[src/rtl/fpsc_pkg.sv]
package fpsc_pkg;
    localparam int NEXC      = 5;
    localparam int RM_W      = 2;
    localparam int REG_W     = 32;
    localparam int RM_LSB    = 0;
    localparam int FLAG_LSB  = RM_LSB + RM_W;
    localparam int EN_LSB    = FLAG_LSB + NEXC;
    localparam int CAUSE_LSB = EN_LSB + NEXC;
    localparam int FTZ_BIT   = CAUSE_LSB + NEXC;
    localparam int USED_W    = FTZ_BIT + 1;

    typedef struct packed {
        logic [RM_W-1:0] rm;
        logic [NEXC-1:0] flag;
        logic [NEXC-1:0] enable;
        logic [NEXC-1:0] cause;
        logic            ftz;
        logic            cond;
        logic            trap;
    } fpsc_state_t;
endpackage

[src/rtl/fpsc_mode_decode.sv]
module fpsc_mode_decode #(
    parameter int              RM_W    = 2,
    parameter logic [RM_W-1:0] RM_ZERO = 2'b01
) (
    input  logic [RM_W-1:0] rm,
    input  logic            ftz,
    output logic            round_to_zero,
    output logic            flush_denorm
);
    // Only the one code truncates; every other code rounds to nearest even.
    assign round_to_zero = (rm == RM_ZERO);
    assign flush_denorm  = ftz;
endmodule

[src/rtl/fpsc_exc_merge.sv]
module fpsc_exc_merge #(
    parameter int NEXC = 5
) (
    input  logic            upd,
    input  logic [NEXC-1:0] exc,
    input  logic [NEXC-1:0] cause_in,
    input  logic [NEXC-1:0] enable,
    output logic [NEXC-1:0] flag_out,
    output logic [NEXC-1:0] cause_out,
    output logic            trap
);
    logic            any_exc;
    logic [NEXC-1:0] hit;

    assign any_exc  = upd && (exc != '0);
    assign flag_out = exc;

    for (genvar i = 0; i < NEXC; i++) begin : g_bit
        assign cause_out[i] = cause_in[i] | (any_exc & exc[i]);
        assign hit[i]       = cause_out[i] & enable[i];
    end

    assign trap = any_exc && (hit != '0);
endmodule

[src/rtl/fpsc_ctrl.sv]
module fpsc_ctrl
    import fpsc_pkg::*;
#(
    parameter logic [RM_W-1:0]  RM_ZERO_CODE = 2'b01,
    parameter int               VEC_W        = 12,
    parameter logic [VEC_W-1:0] TRAP_VEC     = 12'h120
) (
    input  logic             clk,
    input  logic             rst_n,
    input  logic             wr_en,
    input  logic [REG_W-1:0] wr_data,
    output logic [REG_W-1:0] rd_data,
    input  logic             op_done,
    input  logic [NEXC-1:0]  op_exc,
    input  logic             op_is_cmp,
    input  logic             cmp_unord,
    input  logic             cmp_true,
    output logic             cond_bit,
    output logic             round_to_zero,
    output logic             flush_denorm,
    output logic             trap_req,
    output logic [VEC_W-1:0] trap_code
);
    fpsc_state_t st_q, st_d;

    logic [RM_W-1:0] base_rm;
    logic [NEXC-1:0] base_flag, base_en, base_cause;
    logic            base_ftz;
    logic            upd, ord_cmp;
    logic [NEXC-1:0] new_flag, new_cause;
    logic            new_trap;

    // Written value wins for every field; strobe effects are applied on top.
    always_comb begin
        base_rm    = st_q.rm;
        base_flag  = st_q.flag;
        base_en    = st_q.enable;
        base_cause = st_q.cause;
        base_ftz   = st_q.ftz;
        if (wr_en) begin
            base_rm    = wr_data[RM_LSB +: RM_W];
            base_flag  = wr_data[FLAG_LSB +: NEXC];
            base_en    = wr_data[EN_LSB +: NEXC];
            base_cause = wr_data[CAUSE_LSB +: NEXC];
            base_ftz   = wr_data[FTZ_BIT];
        end
    end

    assign upd     = op_done && (!op_is_cmp || cmp_unord);
    assign ord_cmp = op_done && op_is_cmp && !cmp_unord;

    fpsc_exc_merge #(.NEXC(NEXC)) u_merge (
        .upd      (upd),
        .exc      (op_exc),
        .cause_in (base_cause),
        .enable   (base_en),
        .flag_out (new_flag),
        .cause_out(new_cause),
        .trap     (new_trap)
    );

    always_comb begin
        st_d        = st_q;
        st_d.rm     = base_rm;
        st_d.enable = base_en;
        st_d.ftz    = base_ftz;
        st_d.flag   = upd ? new_flag : base_flag;
        st_d.cause  = upd ? new_cause : base_cause;
        st_d.trap   = new_trap;
        if (ord_cmp) begin
            st_d.cond = cmp_true;
        end
    end

    always_ff @(posedge clk) begin
        if (!rst_n) begin
            st_q <= '0;
        end else begin
            st_q <= st_d;
        end
    end

    always_comb begin
        rd_data                        = '0;
        rd_data[RM_LSB +: RM_W]        = st_q.rm;
        rd_data[FLAG_LSB +: NEXC]      = st_q.flag;
        rd_data[EN_LSB +: NEXC]        = st_q.enable;
        rd_data[CAUSE_LSB +: NEXC]     = st_q.cause;
        rd_data[FTZ_BIT]               = st_q.ftz;
    end

    fpsc_mode_decode #(.RM_W(RM_W), .RM_ZERO(RM_ZERO_CODE)) u_mode (
        .rm           (st_q.rm),
        .ftz          (st_q.ftz),
        .round_to_zero(round_to_zero),
        .flush_denorm (flush_denorm)
    );

    assign cond_bit  = st_q.cond;
    assign trap_req  = st_q.trap;
    assign trap_code = st_q.trap ? TRAP_VEC : '0;

    AST_FLAG_LOAD: assert property (@(posedge clk) disable iff (!rst_n)
        (op_done && !op_is_cmp) |=> (rd_data[FLAG_LSB +: NEXC] == $past(op_exc)));
    AST_CAUSE_KEEP: assert property (@(posedge clk) disable iff (!rst_n)
        upd |=> ((rd_data[CAUSE_LSB +: NEXC] & $past(op_exc)) == $past(op_exc)));
    AST_TRAP_SRC: assert property (@(posedge clk) disable iff (!rst_n)
        trap_req |-> ($past(upd) && ($past(op_exc) != '0)));
    AST_TRAP_VEC: assert property (@(posedge clk) disable iff (!rst_n)
        trap_req |-> (trap_code == TRAP_VEC));
    AST_ORD_STATUS: assert property (@(posedge clk) disable iff (!rst_n)
        (ord_cmp && !wr_en) |=> $stable(rd_data));
    AST_COND_HOLD: assert property (@(posedge clk) disable iff (!rst_n)
        (op_done && op_is_cmp && cmp_unord) |=> $stable(cond_bit));
endmodule

[config.mk]
export PLATFORM = sky130hd
export DESIGN_NAME = fpsc_ctrl
export DESIGN_NICKNAME = d
export VERILOG_FILES = /design/src/rtl/fpsc_pkg.sv /design/src/rtl/fpsc_mode_decode.sv /design/src/rtl/fpsc_exc_merge.sv /design/src/rtl/fpsc_ctrl.sv
export SDC_FILE = /design/constraint.sdc
export NUM_CORES = 1
export LEC_CHECK = 0
export BUFFER_PORTS_ARGS = -buffer_cell sky130_fd_sc_hd__buf_2
export CAP_MARGIN = 40
export CORE_ASPECT_RATIO = 1.75
export CORE_UTILIZATION = 38
export DETAILED_ROUTE_END_ITERATION = 8
export PLACE_DENSITY = 0.88
export SLEW_MARGIN = 20
export SYNTH_ARGS = -nofsm -noshare
export SYNTH_HDL_FRONTEND = slang
export SYNTH_SLANG_ARGS = --single-unit
[constraint.sdc]
create_clock -name clk -period 1.2 [get_ports clk]
set_input_delay 0.12 -clock clk [delete_from_list [all_inputs] [get_ports clk]]
set_output_delay 0.12 -clock clk [all_outputs]
set_load 0.01 [all_outputs]
### Yosys cells after proc, flatten, opt, wreduce, memory -nomap -nowiden

Index checks and enable logic that the tools add are counted.

| word-level totals | value |
|---|---|
| bits in registers | 20 |
| bits in latches | 0 |
| bits in writable memories | 0 |
| ROM bits | 0 |
| input bits | 44 |
| word-level logic and storage cells | 40 |
| memories kept | 0 |

| operators by class | value |
|---|---|
| add/sub/neg operators | 0 |
| $mul | 0 |
| div/mod/pow operators | 0 |
| order comparisons | 0 |
| equality and inequality tests | 1 |
| shift operators | 0 |
| muxes and demuxes | 6 |
| bitwise operators | 15 |
| reductions and logical operators | 11 |

Operators with widths:

| operator | count |
|---|---|
| $mux W5 | 5 |
| $and A1 B1 Y1 | 10 |
| $reduce_bool A5 Y1 | 2 |
| $mux W9 | 1 |
| $logic_and A1 B1 Y1 | 5 |
| $or A1 B1 Y1 | 5 |
| $eq A2 B1 Y1 const B | 1 |
| $logic_not A1 Y1 | 2 |
| $reduce_bool A2 Y1 | 1 |
| $logic_or A1 B1 Y1 | 1 |

### Depth between registers and ports, before layout

| logic depth | value |
|---|---|
| depth after elaboration | 9 |
| depth in mapped cells | 5 |

### Hierarchy

From an unflattened synthesis, not the netlist that was laid out.

| second synthesis, totals | value |
|---|---|
| cells, all modules | 139 |
| area total of the unflattened synthesis | 1,262.5 um^2 |

By module, submodules not included:

| module | times used | cells each | area an instance (um^2) | sequential area each (um^2) |
|---|---|---|---|---|
| fpsc_ctrl | 1 | 122 | 1,129.8 | 400.4 |
| fpsc_exc_merge | 1 | 15 | 111.4 | 0.0 |
| fpsc_mode_decode | 1 | 2 | 21.3 | 0.0 |

### Worst setup path before layout

No wires, ideal clock.

| timing path | value |
|---|---|
| path kind | register to register |
| start | register st_q, in the netlist rd_data[7] |
| end | register st_q, in the netlist trap_req |
| setup time | 130 ps |
| data arrival time | 983 ps |
| data required time | 1,070 ps |
| slack | 87 ps |
| stages on the path, launching flop included | 4 |
| path buffers | 0 |
| path through | dfxtp_1 > mux2_4 > a222oi_1 > a21oi_1 |

| on the way | value |
|---|---|
| word-level cells in the longest chain between the ends | 4 |

Ends and longest elaborated chain:

| what | RTL line | text |
|---|---|---|
| from (decl) | fpsc_ctrl.sv:24 | `fpsc_state_t st_q, st_d;` |
| from (signal assigned) | fpsc_ctrl.sv:79 | `st_q <= st_d;` |
| $mux W5 | fpsc_ctrl.sv:40 | `if (wr_en) begin` |
| $and A1 B1 Y1 | fpsc_exc_merge.sv:20 | `assign hit[i] = cause_out[i] & enable[i];` |
| $reduce_bool A5 Y1 | fpsc_exc_merge.sv:23 | `assign trap = any_exc && (hit != '0);` |
| $logic_and A1 B1 Y1 | fpsc_exc_merge.sv:23 |  |

Every way passes these cells.
A chain may end at the register's enable or synchronous reset.

### Final worst setup path

Ends and elaborated chain as after synthesis.

==> qor.csv <==
stage;metric;value;unit
critical_path;reg-to-reg slack, setup;0.004;ns
hold_path;hold path cells;3;
critical_path;critical path launch point type;register;
synthesis;synthesized area;1110;um2
drt;highest layer used for signal routing;met4;
sta;skew final;0.00431;ns
clocking;deepest level of the CTS H-tree;1;
run_status;status;finished clean;
clocking;CTS tree;done;
drt;mean number of vias per cell;4.60;
clocking;total CTS buffers;3;
critical_path;reg2reg start;rd_data[7];
global_routing;pin count of the biggest net entering global routing;21;
synthesis;number of cells produced by synthesis;117;
power_and_ir_drop;peak ir drop on the vdd network;705;uV
drt;detailed-route wire length;2.08;mm
hold_path;worst min-delay path class;input port to register;
hold_path;Worst Hold Endpoint;rd_data[17];
critical_path;data required time at the worst endpoint;1.33;ns
critical_path;category of the critical setup timing path;register to register;
sta;final setup vio count;0;
synthesis;register area share after synthesis;0.362;
placed_design;number of port buffers;53;
placed_design;routability congestion estimate;0.736;
power_and_ir_drop;static leakage power;0.000752;uW
critical_path;Crit. End Element;register;
drt;count of routing violations after the opening detailed-route iteration;8;
sta;final worst path period need;1.20;ns
drt;detailed route wirelength on metal3;112;um
clocking;maximum buffer depth of the clock tree;2;
sta;total count of hold-check failures in the final report;0;
drt;first-pass iteration count of the detailed router;4;
clocking;post-CTS repair timing setup buffer count;0;
critical_path;number of cells traversed by the worst register-to-register path;3;
clocking;master cell of the clock root buffer;sky130_fd_sc_hd__clkbuf_8;
global_routing;GRT overflow;0;
critical_path;Critical Path Start;rd_data[7];
die;floorplan die area;3140;um2
synthesis;Avg Cell Area, Syn;9.45;um2
drt;detail-routed net length per standard cell;10.7;um
global_routing;number of global-route vias before repair;780;
placed_design;hpwl dp;1.74;mm
drt;post-route met1 wirelength;783;um
global_routing;antenna violations before repair;0;
critical_path;CP Max Fanout;2;
synthesis;Yosys warnings;0;
sta;RSZ-0062 raised after global routing;yes;
sta;fin worst setup slack;0.00405;ns
die;top-level I/O count;92;
drt;total via count in the routed design;892;
final_layout;area overhead of the layout relative to synthesis;19.8;%
critical_path;crit path DAT;1.32;ns
die;site row count;25;
clocking;Clk pin slew, worst setup/hold paths;0.08;ns
flow_run;number of max-capacitance violations reported;0;
sta;Fmax;836;MHz
drt;drt drc;0;
drt;post-detailed-route count of antenna-violating nets;0;
placed_design;count of placed standard cells including taps;190;
sta;count of final max-slew check failures;0;
final_layout;number of nets in the layout;212;
synthesis;register bit total from synthesis;20;
clocking;CTS Sinks;20;
final_layout;post-route non-filler standard cell count;194;
die;Die Y;73.4;um
global_routing;total global routing track utilization;0.135;
global_routing;first-pass GRT wire length;3.31;mm
drt;sum of met2 wire segment lengths after detailed routing;1.15;mm
placed_design;pre-CTS WS;-0.151;ns
die;Initial Utilization;0.406;
final_layout;ANT cells;0;
die;Die Wd;42.8;um
hold_path;hold path startpoint;wr_data[17];
critical_path;R2R Path End;trap_req;
final_layout;layout cell share with drive strength beyond 1;0.383;
synthesis;count of unique library cells instantiated by Yosys;25;
die;Core Region;2720;um2
clocking;clock latency on the worst-skew pair;0.25;ns
sta;share of the clock period used by the worst path after layout;0.997;
power_and_ir_drop;Power per Cell Area;1180;nW/um2
[metrics by stage]
| stage | setup TNS [ns] | power, uW | instance area, um2 | hold WS [ns] | utilization |
|---|---|---|---|---|---|
| 2_1_floorplan | 0 | 1020 | 1190 | 0.276 | - |
| 3_3_place_gp | -0.114 | 1070 | 1270 | 0.378 | 0.466 |
| 3_5_place_dp | -0.151 | 1080 | 1270 | 0.387 | 0.466 |
| 4_1_cts | -0.00510 | 1580 | 1320 | 0.123 | 0.486 |
| 5_1_grt | -0.0561 | 1650 | 1330 | 0.141 | 0.487 |
| 6_report | 0 | 1560 | 1330 | 0.124 | 0.487 |
[worst max-delay path by stage]
stage          endpoint  slack (ns)  cells past startpoint
2_1_floorplan  trap_req        0.09                      3
3_3_place_gp   trap_req       -0.11                      4
3_5_place_dp   trap_req       -0.15                      5
4_1_cts        trap_req      -0.005                      4
5_1_grt        trap_req       -0.06                      3
6_report       trap_req       0.004                      3
[report_power, final]
| group | total [uW] | internal [uW] | switching (uW) |
|---|---|---|---|
| Sequential | 732 | 711 | 20.9 |
| Combinational | 328 | 152 | 177 |
| Clock | 499 | 291 | 208 |
[flip-flops by register name, indices dropped and copies added (netlist names)]
name      flops
rd_data      18
cond_bit      1
trap_req      1
[kinds of logic (layout without fill, tap and decap cells)]
| logic type | count (synthesis) | in the layout | synth area share |
|---|---|---|---|
| muxes | 18 | 18 | 0.172 |
| other | 1 | 24 | 0.00339 |
| and+or+nand+nor | 32 | 32 | 0.149 |
| DFF | 20 | 20 | 0.362 |
| buffers and inverters | 32 | 59 | 0.215 |
| AOI/OAI and AO/OA | 14 | 14 | 0.0984 |
[cell usage in the layout (no fill, tap or decap)]
| cell | n |
|---|---|
| sky130_fd_sc_hd__a21boi_0 | 1 |
| sky130_fd_sc_hd__nor2_1 | 1 |
| sky130_fd_sc_hd__a31oi_1 | 2 |
| sky130_fd_sc_hd__a222oi_1 | 1 |
| sky130_fd_sc_hd__nor2b_1 | 9 |
| sky130_fd_sc_hd__nand3_1 | 1 |
| sky130_fd_sc_hd__nor3_1 | 1 |
| sky130_fd_sc_hd__buf_2 | 53 |
| sky130_fd_sc_hd__o22a_1 | 1 |
| sky130_fd_sc_hd__and2_1 | 6 |
| sky130_fd_sc_hd__o21ai_1 | 1 |
| sky130_fd_sc_hd__mux2_2 | 3 |
| sky130_fd_sc_hd__nand2b_1 | 1 |
| sky130_fd_sc_hd__conb_1 | 24 |
| sky130_fd_sc_hd__mux2_1 | 1 |
| sky130_fd_sc_hd__dfxtp_2 | 1 |
| sky130_fd_sc_hd__buf_4 | 2 |
| sky130_fd_sc_hd__dfxtp_1 | 19 |
| sky130_fd_sc_hd__mux2i_1 | 13 |
| sky130_fd_sc_hd__o211a_1 | 5 |
| sky130_fd_sc_hd__mux2_4 | 1 |
| sky130_fd_sc_hd__o21ai_0 | 2 |
| sky130_fd_sc_hd__nand4_1 | 1 |
| sky130_fd_sc_hd__a21oi_1 | 1 |
| sky130_fd_sc_hd__clkbuf_8 | 4 |
| sky130_fd_sc_hd__nand2_1 | 12 |
[synth_stat cells]
cell / number / area, um2
sky130_fd_sc_hd__buf_2: 1 / 5.00
sky130_fd_sc_hd__a222oi_1: 1 / 10.0
sky130_fd_sc_hd__nor2_1: 1 / 3.75
sky130_fd_sc_hd__nor2b_1: 9 / 56.3
sky130_fd_sc_hd__nand2b_1: 1 / 6.26
sky130_fd_sc_hd__clkbuf_1: 2 / 7.51
sky130_fd_sc_hd__nand4_1: 1 / 6.26
sky130_fd_sc_hd__o22a_1: 1 / 8.76
sky130_fd_sc_hd__mux2_2: 3 / 33.8
sky130_fd_sc_hd__nand3_1: 1 / 5.00
sky130_fd_sc_hd__conb_1: 1 / 3.75
sky130_fd_sc_hd__dfxtp_1: 20 / 400
sky130_fd_sc_hd__o211a_1: 5 / 50.1
sky130_fd_sc_hd__o21ai_0: 3 / 15.0
sky130_fd_sc_hd__a31oi_1: 2 / 12.5
sky130_fd_sc_hd__nor3_1: 1 / 5.00
sky130_fd_sc_hd__nand2_1: 12 / 45.0
sky130_fd_sc_hd__a21oi_1: 1 / 5.00
sky130_fd_sc_hd__buf_6: 2 / 22.5
sky130_fd_sc_hd__and2_1: 6 / 37.5
sky130_fd_sc_hd__buf_4: 27 / 203
sky130_fd_sc_hd__mux2i_1: 13 / 130
sky130_fd_sc_hd__a21boi_0: 1 / 7.51
sky130_fd_sc_hd__mux2_1: 1 / 11.3
sky130_fd_sc_hd__mux2_4: 1 / 15.0
[routing by layer]
layer	track usage	vias to the layer above
li1	-	445
met1	0.146	397
met2	0.254	48
met3	0.00737	2
met4	0.0729	0
met5	0	-
[repair_timing]
action                     4_1_cts  5_1_grt
resized for setup                1        1
pin swaps                        1        2
setup endpoints to repair        1        1
gates cloned                     0        0
hold buffers                     0        0
[area by class of cell]
class	count	area [um2]
Timing Repair Buffer	55	280
Fill cell	272	1400
Sequential cell	20	402
Clock buffer	4	55.1
Multi-Input combinational cell	88	554
Tap cell	27	33.8
[worst max-delay path, cell delays in order (launching register included)]
cell and delay, ns:
sky130_fd_sc_hd__dfxtp_2 0.32, sky130_fd_sc_hd__mux2_4 0.27, sky130_fd_sc_hd__a222oi_1 0.37, sky130_fd_sc_hd__a21oi_1 0.12
Note: power is estimated with default switching activity, not from simulation.
